## src/rtl/dmactl_pkg.sv

```systemverilog
package dmactl_pkg;
  localparam int ADDR_W = 2;
  localparam logic [ADDR_W-1:0] A_CTRL = 2'd0;
  localparam logic [ADDR_W-1:0] A_GLOB = 2'd1;
  localparam logic [ADDR_W-1:0] A_CNT  = 2'd2;

  localparam int B_EN   = 0;
  localparam int B_DONE = 1;
  localparam int B_IE   = 2;
  localparam int B_REQ  = 3;
  localparam int B_MST  = 0;
  localparam int B_NMI  = 1;
  localparam int B_AE   = 2;

  localparam int NUM_FLAGS = 3;
  localparam int F_DONE = 0;
  localparam int F_NMI  = 1;
  localparam int F_AE   = 2;

  typedef struct packed {
    logic decr;
    logic finish;
  } ctlStrb_t;
endpackage

```

## src/rtl/dmactl_dpath.sv

```systemverilog
module dmactl_dpath
  import dmactl_pkg::*;
#(
  parameter int DATA_W = 16,
  parameter int CNT_W  = 16
) (
  input  logic              clk,
  input  logic              rstN,
  input  logic [ADDR_W-1:0] regAddr,
  input  logic              wrEn,
  input  logic              rdEn,
  input  logic [DATA_W-1:0] wrData,
  output logic [DATA_W-1:0] rdData,
  input  logic              nmiIn,
  input  logic              addrErrIn,
  input  ctlStrb_t          strb,
  output logic              runOk,
  output logic              cntZero,
  output logic              cntOne,
  output logic              reqMode,
  output logic              irq
);
  localparam logic [CNT_W-1:0] CNT_ONE = CNT_W'(1);

  logic enQ, ieQ, reqQ, mstQ, nmiPrev;
  logic [CNT_W-1:0] cntQ;
  logic [NUM_FLAGS-1:0] flagQ, armQ, setVec, rdHit, wrHit, wrBit;

  wire wrCtrl = wrEn && regAddr == A_CTRL;
  wire wrGlob = wrEn && regAddr == A_GLOB;
  wire wrCnt  = wrEn && regAddr == A_CNT;

  always_comb begin
    setVec[F_DONE] = strb.finish;
    setVec[F_NMI]  = nmiIn && !nmiPrev;
    setVec[F_AE]   = addrErrIn;
    rdHit[F_DONE]  = rdEn && regAddr == A_CTRL;
    rdHit[F_NMI]   = rdEn && regAddr == A_GLOB;
    rdHit[F_AE]    = rdEn && regAddr == A_GLOB;
    wrHit[F_DONE]  = wrCtrl;
    wrHit[F_NMI]   = wrGlob;
    wrHit[F_AE]    = wrGlob;
    wrBit[F_DONE]  = wrData[B_DONE];
    wrBit[F_NMI]   = wrData[B_NMI];
    wrBit[F_AE]    = wrData[B_AE];
  end

  // sticky flags with read-one-then-write-zero clearing
  always_ff @(posedge clk or negedge rstN) begin
    if (!rstN) begin
      flagQ <= '0;
      armQ  <= '0;
    end else begin
      for (int i = 0; i < NUM_FLAGS; i++) begin
        if (setVec[i]) begin
          flagQ[i] <= 1'b1;
          armQ[i]  <= 1'b0;
        end else if (flagQ[i] && armQ[i] && wrHit[i] && !wrBit[i]) begin
          flagQ[i] <= 1'b0;
          armQ[i]  <= 1'b0;
        end else if (flagQ[i] && rdHit[i]) begin
          armQ[i] <= 1'b1;
        end
      end
    end
  end

  always_ff @(posedge clk or negedge rstN) begin
    if (!rstN) begin
      enQ <= 1'b0; ieQ <= 1'b0; reqQ <= 1'b0; mstQ <= 1'b0;
      nmiPrev <= 1'b0;
      cntQ <= '0;
    end else begin
      nmiPrev <= nmiIn;
      if (wrCtrl) begin
        enQ  <= wrData[B_EN];
        ieQ  <= wrData[B_IE];
        reqQ <= wrData[B_REQ];
      end
      if (wrGlob) mstQ <= wrData[B_MST];
      if (wrCnt) cntQ <= wrData[CNT_W-1:0];
      else if (strb.decr) cntQ <= cntQ - CNT_ONE;
    end
  end

  always_comb begin
    rdData = '0;
    case (regAddr)
      A_CTRL: begin
        rdData[B_EN]   = enQ;
        rdData[B_DONE] = flagQ[F_DONE];
        rdData[B_IE]   = ieQ;
        rdData[B_REQ]  = reqQ;
      end
      A_GLOB: begin
        rdData[B_MST] = mstQ;
        rdData[B_NMI] = flagQ[F_NMI];
        rdData[B_AE]  = flagQ[F_AE];
      end
      A_CNT:   rdData = DATA_W'(cntQ);
      default: rdData = '0;
    endcase
  end

  assign runOk   = enQ && mstQ && (flagQ == '0);
  assign cntZero = cntQ == '0;
  assign cntOne  = cntQ == CNT_ONE;
  assign reqMode = reqQ;
  assign irq     = flagQ[F_DONE] && ieQ;

  p_done_at_last_r3: assert property (@(posedge clk) disable iff (!rstN)
    $rose(flagQ[F_DONE]) |-> $past(cntQ) == CNT_ONE);
  p_done_clear_armed_r6: assert property (@(posedge clk) disable iff (!rstN)
    $fell(flagQ[F_DONE]) |-> $past(wrCtrl && !wrData[B_DONE] && armQ[F_DONE]));
  p_nmi_edge_r9: assert property (@(posedge clk) disable iff (!rstN)
    $rose(flagQ[F_NMI]) |-> $past(nmiIn && !nmiPrev));
  p_no_flag_drop_on_one_r6: assert property (@(posedge clk) disable iff (!rstN)
    $past(wrHit[F_AE] && wrBit[F_AE]) && $past(flagQ[F_AE]) |-> flagQ[F_AE]);
endmodule

```

## src/rtl/dmactl_ctrl.sv

```systemverilog
module dmactl_ctrl
  import dmactl_pkg::*;
(
  input  logic     clk,
  input  logic     rstN,
  input  logic     runOk,
  input  logic     cntZero,
  input  logic     cntOne,
  input  logic     reqMode,
  input  logic     dreq,
  input  logic     ack,
  output ctlStrb_t strb,
  output logic     xferStrobe
);
  logic busyQ, strobeQ;

  wire canStart = !busyQ && runOk && !cntZero && (!reqMode || dreq);
  wire unitDone = busyQ && runOk && ack;

  always_ff @(posedge clk or negedge rstN) begin
    if (!rstN) begin
      busyQ   <= 1'b0;
      strobeQ <= 1'b0;
    end else begin
      strobeQ <= canStart;
      if (canStart) busyQ <= 1'b1;
      else if (busyQ && (!runOk || ack)) busyQ <= 1'b0;
    end
  end

  assign strb.decr   = unitDone;
  assign strb.finish = unitDone && cntOne;
  assign xferStrobe  = strobeQ;

  p_strobe_gated_r1: assert property (@(posedge clk) disable iff (!rstN)
    xferStrobe |-> $past(runOk && !cntZero));
  p_req_paced_r2: assert property (@(posedge clk) disable iff (!rstN)
    xferStrobe |-> $past(!reqMode || dreq));
  p_abort_drops_r5: assert property (@(posedge clk) disable iff (!rstN)
    busyQ && !runOk |=> !busyQ && !xferStrobe);
  p_strobe_single_r3: assert property (@(posedge clk) disable iff (!rstN)
    xferStrobe |=> !xferStrobe);
endmodule

```

## src/rtl/dma_chan_ctl.sv

```systemverilog
module dma_chan_ctl
  import dmactl_pkg::*;
#(
  parameter int DATA_W = 16,
  parameter int CNT_W  = 16
) (
  input  logic              clk,
  input  logic              rstN,
  input  logic [ADDR_W-1:0] regAddr,
  input  logic              wrEn,
  input  logic              rdEn,
  input  logic [DATA_W-1:0] wrData,
  output logic [DATA_W-1:0] rdData,
  input  logic              nmiIn,
  input  logic              addrErrIn,
  input  logic              dreq,
  input  logic              ack,
  output logic              xferStrobe,
  output logic              irq
);
  ctlStrb_t strb;
  logic runOk, cntZero, cntOne, reqMode;

  dmactl_dpath #(.DATA_W(DATA_W), .CNT_W(CNT_W)) u_dpath (
    .clk(clk), .rstN(rstN), .regAddr(regAddr), .wrEn(wrEn), .rdEn(rdEn),
    .wrData(wrData), .rdData(rdData), .nmiIn(nmiIn), .addrErrIn(addrErrIn),
    .strb(strb), .runOk(runOk), .cntZero(cntZero), .cntOne(cntOne),
    .reqMode(reqMode), .irq(irq)
  );

  dmactl_ctrl u_ctrl (
    .clk(clk), .rstN(rstN), .runOk(runOk), .cntZero(cntZero), .cntOne(cntOne),
    .reqMode(reqMode), .dreq(dreq), .ack(ack), .strb(strb),
    .xferStrobe(xferStrobe)
  );
endmodule

```

## config.mk

```make
export PLATFORM = sky130hd
export DESIGN_NAME = dma_chan_ctl
export DESIGN_NICKNAME = d
export VERILOG_FILES = /design/src/rtl/dmactl_pkg.sv /design/src/rtl/dmactl_dpath.sv /design/src/rtl/dmactl_ctrl.sv /design/src/rtl/dma_chan_ctl.sv
export SDC_FILE = /design/constraint.sdc
export NUM_CORES = 1
export LEC_CHECK = 0
export ABC_AREA = 1
export ABC_CLOCK_PERIOD_IN_PS = 2300
export BUFFER_PORTS_ARGS = -buffer_cell sky130_fd_sc_hd__buf_2
export CORE_ASPECT_RATIO = 1.4
export CORE_MARGIN = 10
export CORE_UTILIZATION = 35
export DETAILED_ROUTE_END_ITERATION = 6
export PLACE_DENSITY = 0.56
export SLEW_MARGIN = 20
export SYNTH_ARGS = -nofsm -noshare
export SYNTH_HDL_FRONTEND = slang
export SYNTH_SLANG_ARGS = --single-unit
```

## constraint.sdc

```tcl
create_clock -name clk -period 2.3 [get_ports clk]
set_clock_uncertainty 0.1 [all_clocks]
set_input_delay 0 -clock clk [delete_from_list [all_inputs] [get_ports clk]]
set_output_delay 0 -clock clk [all_outputs]
set_load 0.005 [all_outputs]
```

-- Word-level counts from Yosys, hierarchy flattened
Cells that the tools add are included.
W data, S select, Z words.
- flip-flop bits (word level): 29
- bits in latches: 0
- memory bits (writable): 0
- memory bits (read-only): 0
- input bits: 26
- output and inout bits: 18
- word-level logic and storage cells: 88
- memories: 0
- $add $sub $neg: 1
- $mul: 0
- divide/modulo/power cells: 0
- order comparisons: 0
- eq/ne operators: 3
- shift operators: 0
- multiplexer cells: 22
- bitwise logic cells: 0
- reductions and logical operators: 48
- operators with widths (kind ; count):
    $mux W16 ; 2
    $logic_and A1 B1 Y1 ; 28
    $mux W1 ; 17
    $eq A16 B1 Y1 const B ; 1
    $logic_not A16 Y1 ; 1
    $sub A16 B1 Y16 const B ; 1
    $mux W12 ; 1
    $reduce_bool A2 Y1 ; 5
    $pmux W3 S3 ; 1
    $reduce_bool A3 Y1 ; 3
    $logic_not A1 Y1 ; 7
    $logic_not A3 Y1 ; 1
    $eq A2 B1 Y1 const B ; 1
    $eq A2 B2 Y1 const B ; 1
    $logic_not A2 Y1 ; 1
    $logic_or A1 B1 Y1 ; 2
    $pmux W1 S2 ; 1

-- Logic depth before layout (Yosys ltp)
Gate-level depths: netlist of the first run.
- depth after elaboration: 7
- mapped depth: 9

-- Hierarchy
Synthesis of the first run repeated with hierarchy kept, for this count alone.
- cells, all modules: 286
- area, all modules: 1984.4 um^2
- by module, submodules not included (module ; instances ; cells an instance ; area an instance (um^2)):
    dmactl_dpath ; 1 ; 270 ; 1866.8
    dmactl_ctrl ; 1 ; 16 ; 117.6

-- Worst setup path after synthesis of the first run
Ideal clock, no wire load.
- path kind: register -> register
- start: reg u_dpath.cntQ[0]
- end: reg u_dpath.cntQ[10]
- setup time: 0.116 ns
- arrival time: 1.277 ns
- data required time: 2.084 ns
- path slack: 0.806 ns
- stages on the path, launching flop included: 10
- path buffers: 0
- cells stage by stage: dfrtp_1 -> inv_1 -> ha_1 -> nand2_2 -> nor2_4 -> nand2_1 -> nand2_1 -> nand3_1 -> nand2_1 -> nand2_1
- longest elaborated chain between the ends: 3
- ends and longest elaborated chain (item ; RTL line ; source):
    from (decl) ; dmactl_dpath.sv:26 ; logic [CNT_W-1:0] cntQ;
    from (signal assigned) ; dmactl_dpath.sv:81 ; if (wrCnt) cntQ <= wrData[CNT_W-1:0];
    from (signal assigned) ; dmactl_dpath.sv:82 ; else if (strb.decr) cntQ <= cntQ - CNT_ONE;
    $sub A16 B1 Y16 ; dmactl_dpath.sv:82 ;
    $mux W16 ; dmactl_dpath.sv:82 ;
    $mux W16 ; dmactl_dpath.sv:81 ;
No other way between the ends. The select of a mux whose other input is x is not followed.
A chain may end at the register's enable or synchronous reset.

-- Final worst setup path of the first run
- start: reg u_dpath.cntQ[0]
- end: reg u_dpath.cntQ[6]
The elaborated chain is that of the path after synthesis.

==> results.json, run 1 <==
{
  "synthesis.nets": 334,
  "area_delta_synth_final_pct": 29.0,
  "hold_violations": 0,
  "gp_congestion": 0.874,
  "routed_wl_mm": 5.87,
  "ys_seq_area_share_pct": 36.2,
  "grt_pass1_wl_mm": 9.86,
  "drv_cap": 0,
  "arrival_ps": 1800,
  "cp_slowest_cell": "dfrtp_1",
  "portBuffers": 43,
  "path_common_cell": "nand2_1",
  "synth_area_mm2": 0.00200,
  "dieArea_mm2": 0.00920,
  "holdPathStages": 5,
  "ant_nets": 0,
  "fill_cells": 589,
  "pwr_density_cell_mw_per_mm2": 722,
  "fin_cells": 442,
  "cts_max_path_buffers": 2,
  "die_height_um": 110,
  "ys.flop_type": "dfrtp_1",
  "insertion_delay_ps": 280,
  "ys_ff_latch": 29,
  "grt_pass1_vias": 2176,
  "die_w_um": 84.0,
  "power_mw": 1.87,
  "coreArea_mm2": 0.00553,
  "critPathKind": "reg2reg",
  "fmax_mhz": 580,
  "fin_tns_setup_ps": 0,
  "dp.cells": 413,
  "relSlewSlack_pct": 54.6,
  "synth_edf_count": 0,
  "required_ps": 2370,
  "path_buf_inv": 1,
  "synth_cells": 306,
  "worst-path-stages": 9,
  "fin_nets": 401,
  "worstMarginPinSlew_ps": 681,
  "setup_viol": 0,
  "power_leakage_nw": 1.40,
  "critPathMaxFanout": 6,
  "r2r_cells": 9,
  "rows": 32,
  "utilization_pct": 46.8,
  "n_antenna_cell": 0,
  "ys_top_cells_by_count": "nand2_1 (95), inv_1 (47), nor2_1 (45)",
  "fin_hold_ws_ps": 11.9,
  "route.detailed.drc": 0,
  "numCtsBuffers": 5,
  "cts_max_level": 2,
  "crit_family": "simple AND/OR/NAND/NOR gates",
  "synth.most_common_cell": "nand2_1",
  "io_pins": 44,
  "synthArstFlopShare_pct": 100,
  "yosysTopAreaCell": "dfrtp_1",
  "ctsResizeCount": 0,
  "cp_slowest_stage_delay_ps": 410,
  "ys_warn_count": 0,
  "clk_pin_slew_ps": 70,
  "synth.area.top_cells": "dfrtp_1 (36%), nand2_1 (18%), inv_1 (8.8%), nor2_1 (8.4%), nand3_1 (5.7%)",
  "grt_max_degree": 30,
  "vias_per_cell": 4.67,
  "grt.overflow.total": 0,
  "drive_above_1_share_pct": 20.1,
  "vdd_drop_max_uv": 282,
  "drtIter0Drc": 91,
  "cts.sinks": 29,
  "min_period_ps": 1720,
  "status": "completed",
  "cts_tree": "built",
  "timing.final.crit_share_pct": 75.0,
  "yosys.cell_types.count": 26,
  "cp-end-kind": "flop",
  "path_cells": "inv_1, ha_1, nand2_2, nor2_1, nand2_1, nand3_1, nand2_1, nand2_1, nand2_1",
  "final_max_slew_viol_count": 0,
  "groute.usage.overall_pct": 12.8,
  "initial_utilization_pct": 36.3,
  "syn_area_per_cell_um2": 6.55,
  "root_buffer": "clkbuf_8",
  "dpl.hpwl_mm": 4.44,
  "route.vias.total": 2063,
  "startpoint_type": "flop",
  "rsz0062_at_grt": "false",
  "hold_class": "in2reg",
  "synth_top_cell_area_share_pct": 36.2,
  "antenna_found_initial": 0,
  "drtPass1Iterations": 4,
  "wl_per_cell_um": 13.3
}
## tightest hold or removal path, delay by kind of cell
kind / cells / cell delay, ps
compound gates: 2 / 140
buf+inv: 1 / 100
simple gates: 2 / 110
## timing repair
item / CTS / global route
hold endpoints to repair: 51 / 0
setup buffers: 0 / 0
setup endpoints to repair: 0 / 0
hold buffers: 21 / 0
## cell type report
type	instances	area (µm²)	area share (%)
Sequential cell	29	726	28.1
Clock buffer	7	96.3	3.73
Multi-Input combinational cell	221	1050	40.6
Tap cell	68	85.1	3.29
Timing Repair Buffer	65	433	16.7
Inverter	51	191	7.41
Clock inverter	1	5.00	0.194
## cells by family (layout without fill, tap and decap cells)
| group | Yosys count | in the layout | share of synthesized area, % |
|---|---|---|---|
| compound gates | 34 | 34 | 9.68 |
| fa+ha+maj | 2 | 2 | 1.25 |
| buf+inv | 56 | 124 | 11.5 |
| flops | 29 | 29 | 36.2 |
| simple gates | 185 | 185 | 41.4 |
## metrics by stage
| step | worst slack [ps] | cell area, µm² |
|---|---|---|
| 2_1_floorplan | 806 | 2000 |
| 3_3_place_gp | 639 | 2270 |
| 3_5_place_dp | 613 | 2270 |
| 4_1_cts | 592 | 2580 |
| 5_1_grt | 397 | 2580 |
| 6_report | 576 | 2580 |
## state kept, by name (all words and copies together), names as in the netlist
signal and cells:
u_ctrl.busyQ 1, u_ctrl.xferStrobe 1, u_dpath.armQ 3, u_dpath.cntQ 16, u_dpath.enQ 1, u_dpath.flagQ 3
u_dpath.ieQ 1, u_dpath.mstQ 1, u_dpath.nmiPrev 1, u_dpath.reqMode 1
## worst paths after layout
path | slack (ps) | to | start
max | 580 | u_dpath.cntQ[6]$_DFFE_PN0P_ | u_dpath.cntQ[0]$_DFFE_PN0P_
min | 10 | u_dpath.cntQ[1]$_DFFE_PN0P_ | wrData[1]
max reg2reg | 580 | u_dpath.cntQ[6]$_DFFE_PN0P_ | u_dpath.cntQ[0]$_DFFE_PN0P_
min reg2reg | 420 | u_dpath.cntQ[15]$_DFFE_PN0P_ | u_dpath.cntQ[15]$_DFFE_PN0P_
max in group asynchronous | 1470 | u_dpath.nmiPrev$_DFF_PN0_ | rstN
min in group asynchronous | 190 | u_dpath.cntQ[6]$_DFFE_PN0P_ | rstN
## placed cells by master (no fill, tap or decap), drive strengths merged
cell	count
a21oi	8
buf	44
clkbuf	7
clkinv	1
dfrtp	29
dlygate4sd3	21
ha	2
inv	51
nand2	100
nand3	28
nand4	3
nor2	51
nor3	2
o211ai	1
o21ai	21
o221ai	2
o22ai	2
or2	1
## power breakdown
part | leakage (nW) | total [mW] | switching [mW] | internal (mW)
Sequential | 0.366 | 0.723 | 0.114 | 0.609
Combinational | 0.976 | 0.669 | 0.417 | 0.251
Clock | 0.0542 | 0.474 | 0.204 | 0.270
Total | 1.40 | 1.87 | 0.736 | 1.13
## per-layer routing
layer	part of all wire [%]	wire [µm]	track usage, %
met1	43	2540	14.1
met2	50	2910	23.9
met3	5.7	334	3.40
met4	1.5	89	3.48
met5	0	0	0
(Power assumes the default switching activity.)
==> run 2: changes to the inputs <==
ABC_AREA = 0   (was 1)
ABC_CLOCK_PERIOD_IN_PS = 1600   (was 2300)
PLACE_DENSITY = 0.57   (was 0.56)
clock period = 1.6 ns   (was 2.3 ns; I/O delays follow)
==> run 2 against run 1 <==
Largest cell class unchanged. Cell area increased by 7.6%. Worst hold slack got worse by 17 ps. Worst setup slack got worse by 1000 ps. Non-clock buffer count increased by 48. Critical endpoint is now u_dpath.cntQ[15]$_DFFE_PN0P_. The run now ends with hold timing, setup timing left. Highest routed layer unchanged. Die area decreased by 11%.
==> results.json, run 2 <==
{
  "fmax_mhz": 483,
  "hold_violations": 1,
  "synth.area.top_cells": "dfrtp_1 (42%), and2_1 (4.4%), nand2_1 (3.9%), o21ai_0 (3.8%), a31oi_1 (3.6%)",
  "clk_pin_slew_ps": 70,
  "path_cells": "or4_4, or4_4, or4_4, a31oi_1",
  "cts.sinks": 29,
  "synth_cells": 186,
  "initial_utilization_pct": 35.8,
  "final_max_slew_viol_count": 0,
  "grt_pass1_vias": 1901,
  "synthSimpleGateAreaFrac_pct": 30.4,
  "grt_pass1_wl_mm": 8.85,
  "syn_area_per_cell_um2": 9.24,
  "power_leakage_nw": 1.26,
  "critPathMaxFanout": 3,
  "synth_edf_count": 0,
  "grt_max_degree": 30,
  "cts_max_path_buffers": 2,
  "cp-end-kind": "flop",
  "use_met1_pct": 14.2,
  "gp_congestion": 0.822,
  "yosys.cell_types.count": 46,
  "synthMuxAreaShare_pct": 4.95,
  "setup_viol": 14,
  "pwr_density_cell_mw_per_mm2": 782,
  "cp_slowest_cell": "or4_4",
  "holdPathStages": 3,
  "ff2ff_setup_slack_ps": -470,
  "synthesis.nets": 214,
  "timing.final.crit_share_pct": 129,
  "vdd_drop_max_uv": 587,
  "vias_per_cell": 4.97,
  "drv_cap": 0,
  "synth_fa_ha_area_share_pct": 1.46,
  "grt_use_met2_pct": 24.4,
  "yosysTopAreaCell": "dfrtp_1",
  "routed_wl_mm": 5.33,
  "synth_top_cell_area_share_pct": 42.2,
  "path_common_cell": "or4_4",
  "dieArea_mm2": 0.00815,
  "layout_common_cells": "buf_4 (45), buf_2 (43), dfrtp_1 (28)",
  "n_antenna_cell": 0,
  "die_height_um": 103,
  "regMostFlops": "u_dpath.cntQ",
  "hold_class": "in2reg",
  "status": "finished, violations left",
  "dp.cells": 328,
  "coreArea_mm2": 0.00480,
  "antenna_found_initial": 0,
  "drtIter0Drc": 70,
  "ys_top_cells_by_count": "dfrtp_1 (29), nand2_1 (18), nor2_1 (14)",
  "synth_area_mm2": 0.00172,
  "synth_xor_area_share_pct": 3.57,
  "required_ps": 1710,
  "use_met3_pct": 3.84,
  "layout_commonest_cell": "buf_4",
  "numCtsBuffers": 5,
  "r2r_cells": 4,
  "violations": "hold timing, setup timing",
  "crit_family": "simple AND/OR/NAND/NOR gates",
  "fin_hold_ws_ps": -5.46,
  "relSlewSlack_pct": 55.4,
  "synth_top_family_by_area": "simple AND/OR/NAND/NOR gates",
  "worstMarginPinSlew_ps": 669,
  "cp_slowest_stage_delay_ps": 550,
  "drive_above_1_share_pct": 42.9,
  "ant_nets": 0,
  "synth_compound_area_share_pct": 14.1,
  "wl_per_cell_um": 14.6,
  "startpoint_type": "flop",
  "route.detailed.drc": 0,
  "die_w_um": 79.2,
  "insertion_delay_ps": 280,
  "ys_warn_count": 0,
  "fill_cells": 457,
  "ys_seq_area_share_pct": 42.2,
  "dpl.hpwl_mm": 3.90,
  "synthArstFlopShare_pct": 100,
  "arrival_ps": 2180,
  "path_buf_inv": 0,
  "grt.overflow.total": 0,
  "fin_nets": 328,
  "largest_register_ffs": 16,
  "ys.flop_type": "dfrtp_1",
  "rows": 30,
  "critPathKind": "reg2reg",
  "cts_tree": "built",
  "cts_max_level": 2,
  "min_period_ps": 2070,
  "busiest_layer": "met2",
  "root_buffer": "clkbuf_8",
  "fin_ws_ps": -471,
  "top_regs": "u_dpath.cntQ: 16 flops, u_dpath.armQ: 3 flops, u_dpath.flagQ: 3 flops",
  "fin_cells": 365,
  "groute.usage.overall_pct": 13.5,
  "rsz0062_at_grt": "true",
  "route.vias.total": 1815,
  "io_pins": 44,
  "portBuffers": 43,
  "drtPass1Iterations": 4,
  "synth.most_common_cell": "dfrtp_1",
  "area_delta_synth_final_pct": 61.9,
  "fin_tns_setup_ps": -4240,
  "ys_ff_latch": 29,
  "worst-path-stages": 4
}
-- run 2: changes by cell type in the layout (fill, tap and decap cells not counted), moves of 9 or more --
cell     before  now
nand2_1      95   16
buf_4         1   45
inv_1        47    4
nor2_1       45   14
nand3_1      23    3
and2_1        0   12
a31oi_1       0   10
o21ai_0      16    7
-- run 2: layer usage --
metal  up-vias  part of all wire (%)
met5         -                     0
met4         0                   1.7
met3         7                   6.1
met2        48                    52
met1       850                    40
li1        910                     -
-- run 2: cell families after synthesis --
group	Yosys count
compound gates	39
xor+xnor	7
fa+ha+maj	2
buf+inv	12
flops	29
mux	8
simple gates	89
-- run 2: worst min-delay path, stage by stage --
cell	delay, ps
buf_2	120
a31oi_1	160
nor3_1	60
-- run 2: repair_timing --
item / CTS / global route
pin swaps: 10 / 10
hold endpoints to repair: 56 / 0
hold buffers: 23 / 0
resized for setup: 17 / 10
endpoints found under the setup margin: 16 / 21
setup buffers: 7 / 3
-- run 2: final cells by class --
class	count	area [µm²]	share of cell area, %
clock inverters	3	17.5	0.630
well taps	64	80.1	2.88
clock buffers	5	68.8	2.47
flip-flops and latches	29	727	26.1
inverters	6	22.5	0.810
repair buffers	113	807	29.0
multi-input cells	145	1060	38.1
-- run 2: power breakdown --
part | leakage (nW) | internal (mW) | switching, mW
clock | 0.0439 | 0.300 | 0.304
combinational | 0.867 | 0.368 | 0.311
sequential | 0.347 | 0.826 | 0.0681
-- run 2: metrics by stage --
stage	total power, mW	setup WS (ps)	hold WS (ps)	instance area, µm²	util, %
final	2.18	-471	-5.46	2780	57.9
after global routing	2.30	-550	15.3	2780	57.9
after CTS	2.17	-512	9.98	2730	56.9
after detailed placement	1.47	-547	-20.6	2330	48.6
after global placement	1.47	-524	-25.0	2330	48.6
after floorplan	1.16	-520	-396	1760	-
-- run 2: path summary, 6_finish.rpt --
kind / from / to
worst max-delay path: u_dpath.cntQ[9]$_DFFE_PN0P_ / u_dpath.cntQ[15]$_DFFE_PN0P_
worst min-delay path: rdEn / u_dpath.armQ[2]$_DFFE_PN0P_
worst max register to register: u_dpath.cntQ[9]$_DFFE_PN0P_ / u_dpath.cntQ[15]$_DFFE_PN0P_
worst min register to register: u_dpath.nmiPrev$_DFF_PN0_ / u_dpath.flagQ[1]$_DFFE_PN0N_
max in group asynchronous: rstN / u_dpath.cntQ[0]$_DFFE_PN0P_
min in group asynchronous: rstN / u_dpath.cntQ[12]$_DFFE_PN0P_
==> run 3: changes to the inputs <==
RECOVER_POWER = 100   (was unset)
==> run 3 against run 2 <==
The flow still finishes with violations (hold timing, setup timing). Via count is the same. Worst setup slack is essentially flat. Wire length is essentially flat. Clock power is essentially flat. Largest cell class unchanged. Largest power group unchanged. Highest routed layer unchanged.
==> results.json, run 3 (same netlist as run 2, synthesis figures left out) <==
{
  "ant_nets": 0,
  "hold_violations": 1,
  "arrival_ps": 2180,
  "clk_pin_slew_ps": 70,
  "timing.rr.end": "u_dpath.cntQ[15]$_DFFE_PN0P_",
  "power_frac_comb_pct": 29.7,
  "ff2ff_setup_slack_ps": -470,
  "area_delta_synth_final_pct": 58.3,
  "die_height_um": 103,
  "grt_pass1_wl_mm": 8.85,
  "r2r_start": "u_dpath.cntQ[9]$_DFFE_PN0P_",
  "io_pins": 44,
  "min_period_ps": 2070,
  "drtIter0Drc": 63,
  "fin_tns_setup_ps": -4340,
  "groute.usage.overall_pct": 13.5,
  "dieArea_mm2": 0.00815,
  "holdPathStages": 3,
  "die_w_um": 79.2,
  "rsz0062_at_grt": "true",
  "status": "finished, violations left",
  "route.detailed.drc": 0,
  "clkPwrFrac_pct": 28.3,
  "layout_commonest_cell": "buf_2",
  "startpoint_type": "flop",
  "layout_common_cells": "buf_2 (34), buf_4 (29), dfrtp_1 (28)",
  "final_area_mm2": 0.00272,
  "numCtsBuffers": 5,
  "rows": 30,
  "fin_nets": 328,
  "final_max_slew_viol_count": 0,
  "portBuffers": 43,
  "timing.final.crit_share_pct": 129,
  "grt_max_degree": 30,
  "pwr_density_cell_mw_per_mm2": 783,
  "worstMarginPinSlew_ps": 742,
  "cts.sinks": 29,
  "violations": "hold timing, setup timing",
  "largest_register_ffs": 16,
  "switching_share_pct": 32.0,
  "routed_wl_mm": 5.32,
  "coreArea_mm2": 0.00480,
  "vdd_drop_max_uv": 578,
  "gp_congestion": 0.822,
  "drive_above_1_share_pct": 35.9,
  "drv_cap": 0,
  "holdCritStartpoint": "rdEn",
  "vias_per_cell": 4.97,
  "power_switching_mw": 0.683,
  "fin_hold_ws_ps": -4.68,
  "root_buffer": "clkbuf_8",
  "drtPass1Iterations": 4,
  "insertion_delay_ps": 280,
  "grt.overflow.total": 0,
  "power_leakage_nw": 1.18,
  "critPathKind": "reg2reg",
  "cp-end-kind": "flop",
  "cts_max_level": 2,
  "power_mw": 2.13,
  "relSlewSlack_pct": 50.5,
  "antenna_found_initial": 0,
  "r2r_cells": 4,
  "required_ps": 1710,
  "hold_class": "in2reg",
  "seq_power_share_pct": 41.9,
  "wl_per_cell_um": 14.6,
  "p_int_mw": 1.45,
  "hold_end": "u_dpath.armQ[2]$_DFFE_PN0P_",
  "fin_ws_ps": -471,
  "cts_max_path_buffers": 2,
  "fmax_mhz": 483,
  "post-place-ws_ps": -547,
  "n_antenna_cell": 0,
  "utilization_pct": 56.6,
  "fill_cells": 475,
  "initial_utilization_pct": 35.8,
  "regMostFlops": "u_dpath.cntQ",
  "setup_viol": 16,
  "place_area_mm2": 0.00233,
  "critPathMaxFanout": 3,
  "cts_tree": "built",
  "route.vias.total": 1815,
  "grt_pass1_vias": 1901,
  "dpl.hpwl_mm": 3.90,
  "top_regs": "u_dpath.cntQ: 16 flops, u_dpath.armQ: 3 flops, u_dpath.flagQ: 3 flops"
}
run 3: how the worst max path moves through the flow:
stage	slack [ps]	startpoint	end
floorplan	-520	u_dpath.cntQ[11]$_DFFE_PN0P_	u_dpath.cntQ[15]$_DFFE_PN0P_
global placement	-520	u_dpath.cntQ[11]$_DFFE_PN0P_	u_dpath.cntQ[15]$_DFFE_PN0P_
detailed placement	-550	u_dpath.cntQ[11]$_DFFE_PN0P_	u_dpath.cntQ[15]$_DFFE_PN0P_
CTS	-510	u_dpath.cntQ[8]$_DFFE_PN0P_	u_dpath.cntQ[15]$_DFFE_PN0P_
global route	-550	u_dpath.cntQ[9]$_DFFE_PN0P_	u_dpath.cntQ[15]$_DFFE_PN0P_
finish	-470	u_dpath.cntQ[9]$_DFFE_PN0P_	u_dpath.cntQ[15]$_DFFE_PN0P_
run 3: per-layer routing:
layer,wire [µm],track usage (%)
met3,314,3.84
met4,90,5.39
met5,0,0
met1,2150,14.2
met2,2770,24.4
run 3: worst max-delay path: stages (launching register included):
cell and delay (ps):
dfrtp_1 380, or4_4 550, or4_4 430, or4_4 420, a31oi_1 130
run 3: power groups by stage:
stage	clock network, mW	logic, mW	registers [mW]
after floorplan	0	0.232	0.930
after global placement	0	0.566	0.900
after detailed placement	0	0.570	0.902
after CTS	0.617	0.660	0.892
after global routing	0.649	0.706	0.903
final	0.604	0.634	0.893
run 3: layout make-up:
| class | instances | area, µm² | share of cell area (%) |
|---|---|---|---|
| multi-input cells | 145 | 1060 | 38.9 |
| repair buffers | 113 | 746 | 27.4 |
| flip-flops and latches | 29 | 727 | 26.7 |
| well taps | 64 | 80.1 | 2.94 |
| clock buffers | 5 | 68.8 | 2.53 |
| inverters | 6 | 22.5 | 0.828 |
| clock inverters | 3 | 17.5 | 0.644 |
run 3: per-stage QoR:
stage | hold slack, ps | instances
CTS | 9.98 | 364
global route | 15.3 | 365
finish | -4.68 | 365
floorplan | -396 | 186
global placement | -25.0 | 328
detailed placement | -20.6 | 328
run 3: repair_timing:
item                                    in CTS  in global routing
gates resized for setup                     17                 10
buffers inserted                             7                  3
hold endpoints to repair                    56                  0
gates cloned                                 0                  0
pin swaps                                   10                 10
endpoints found under the setup margin      16                 21
hold buffers                                23                  0
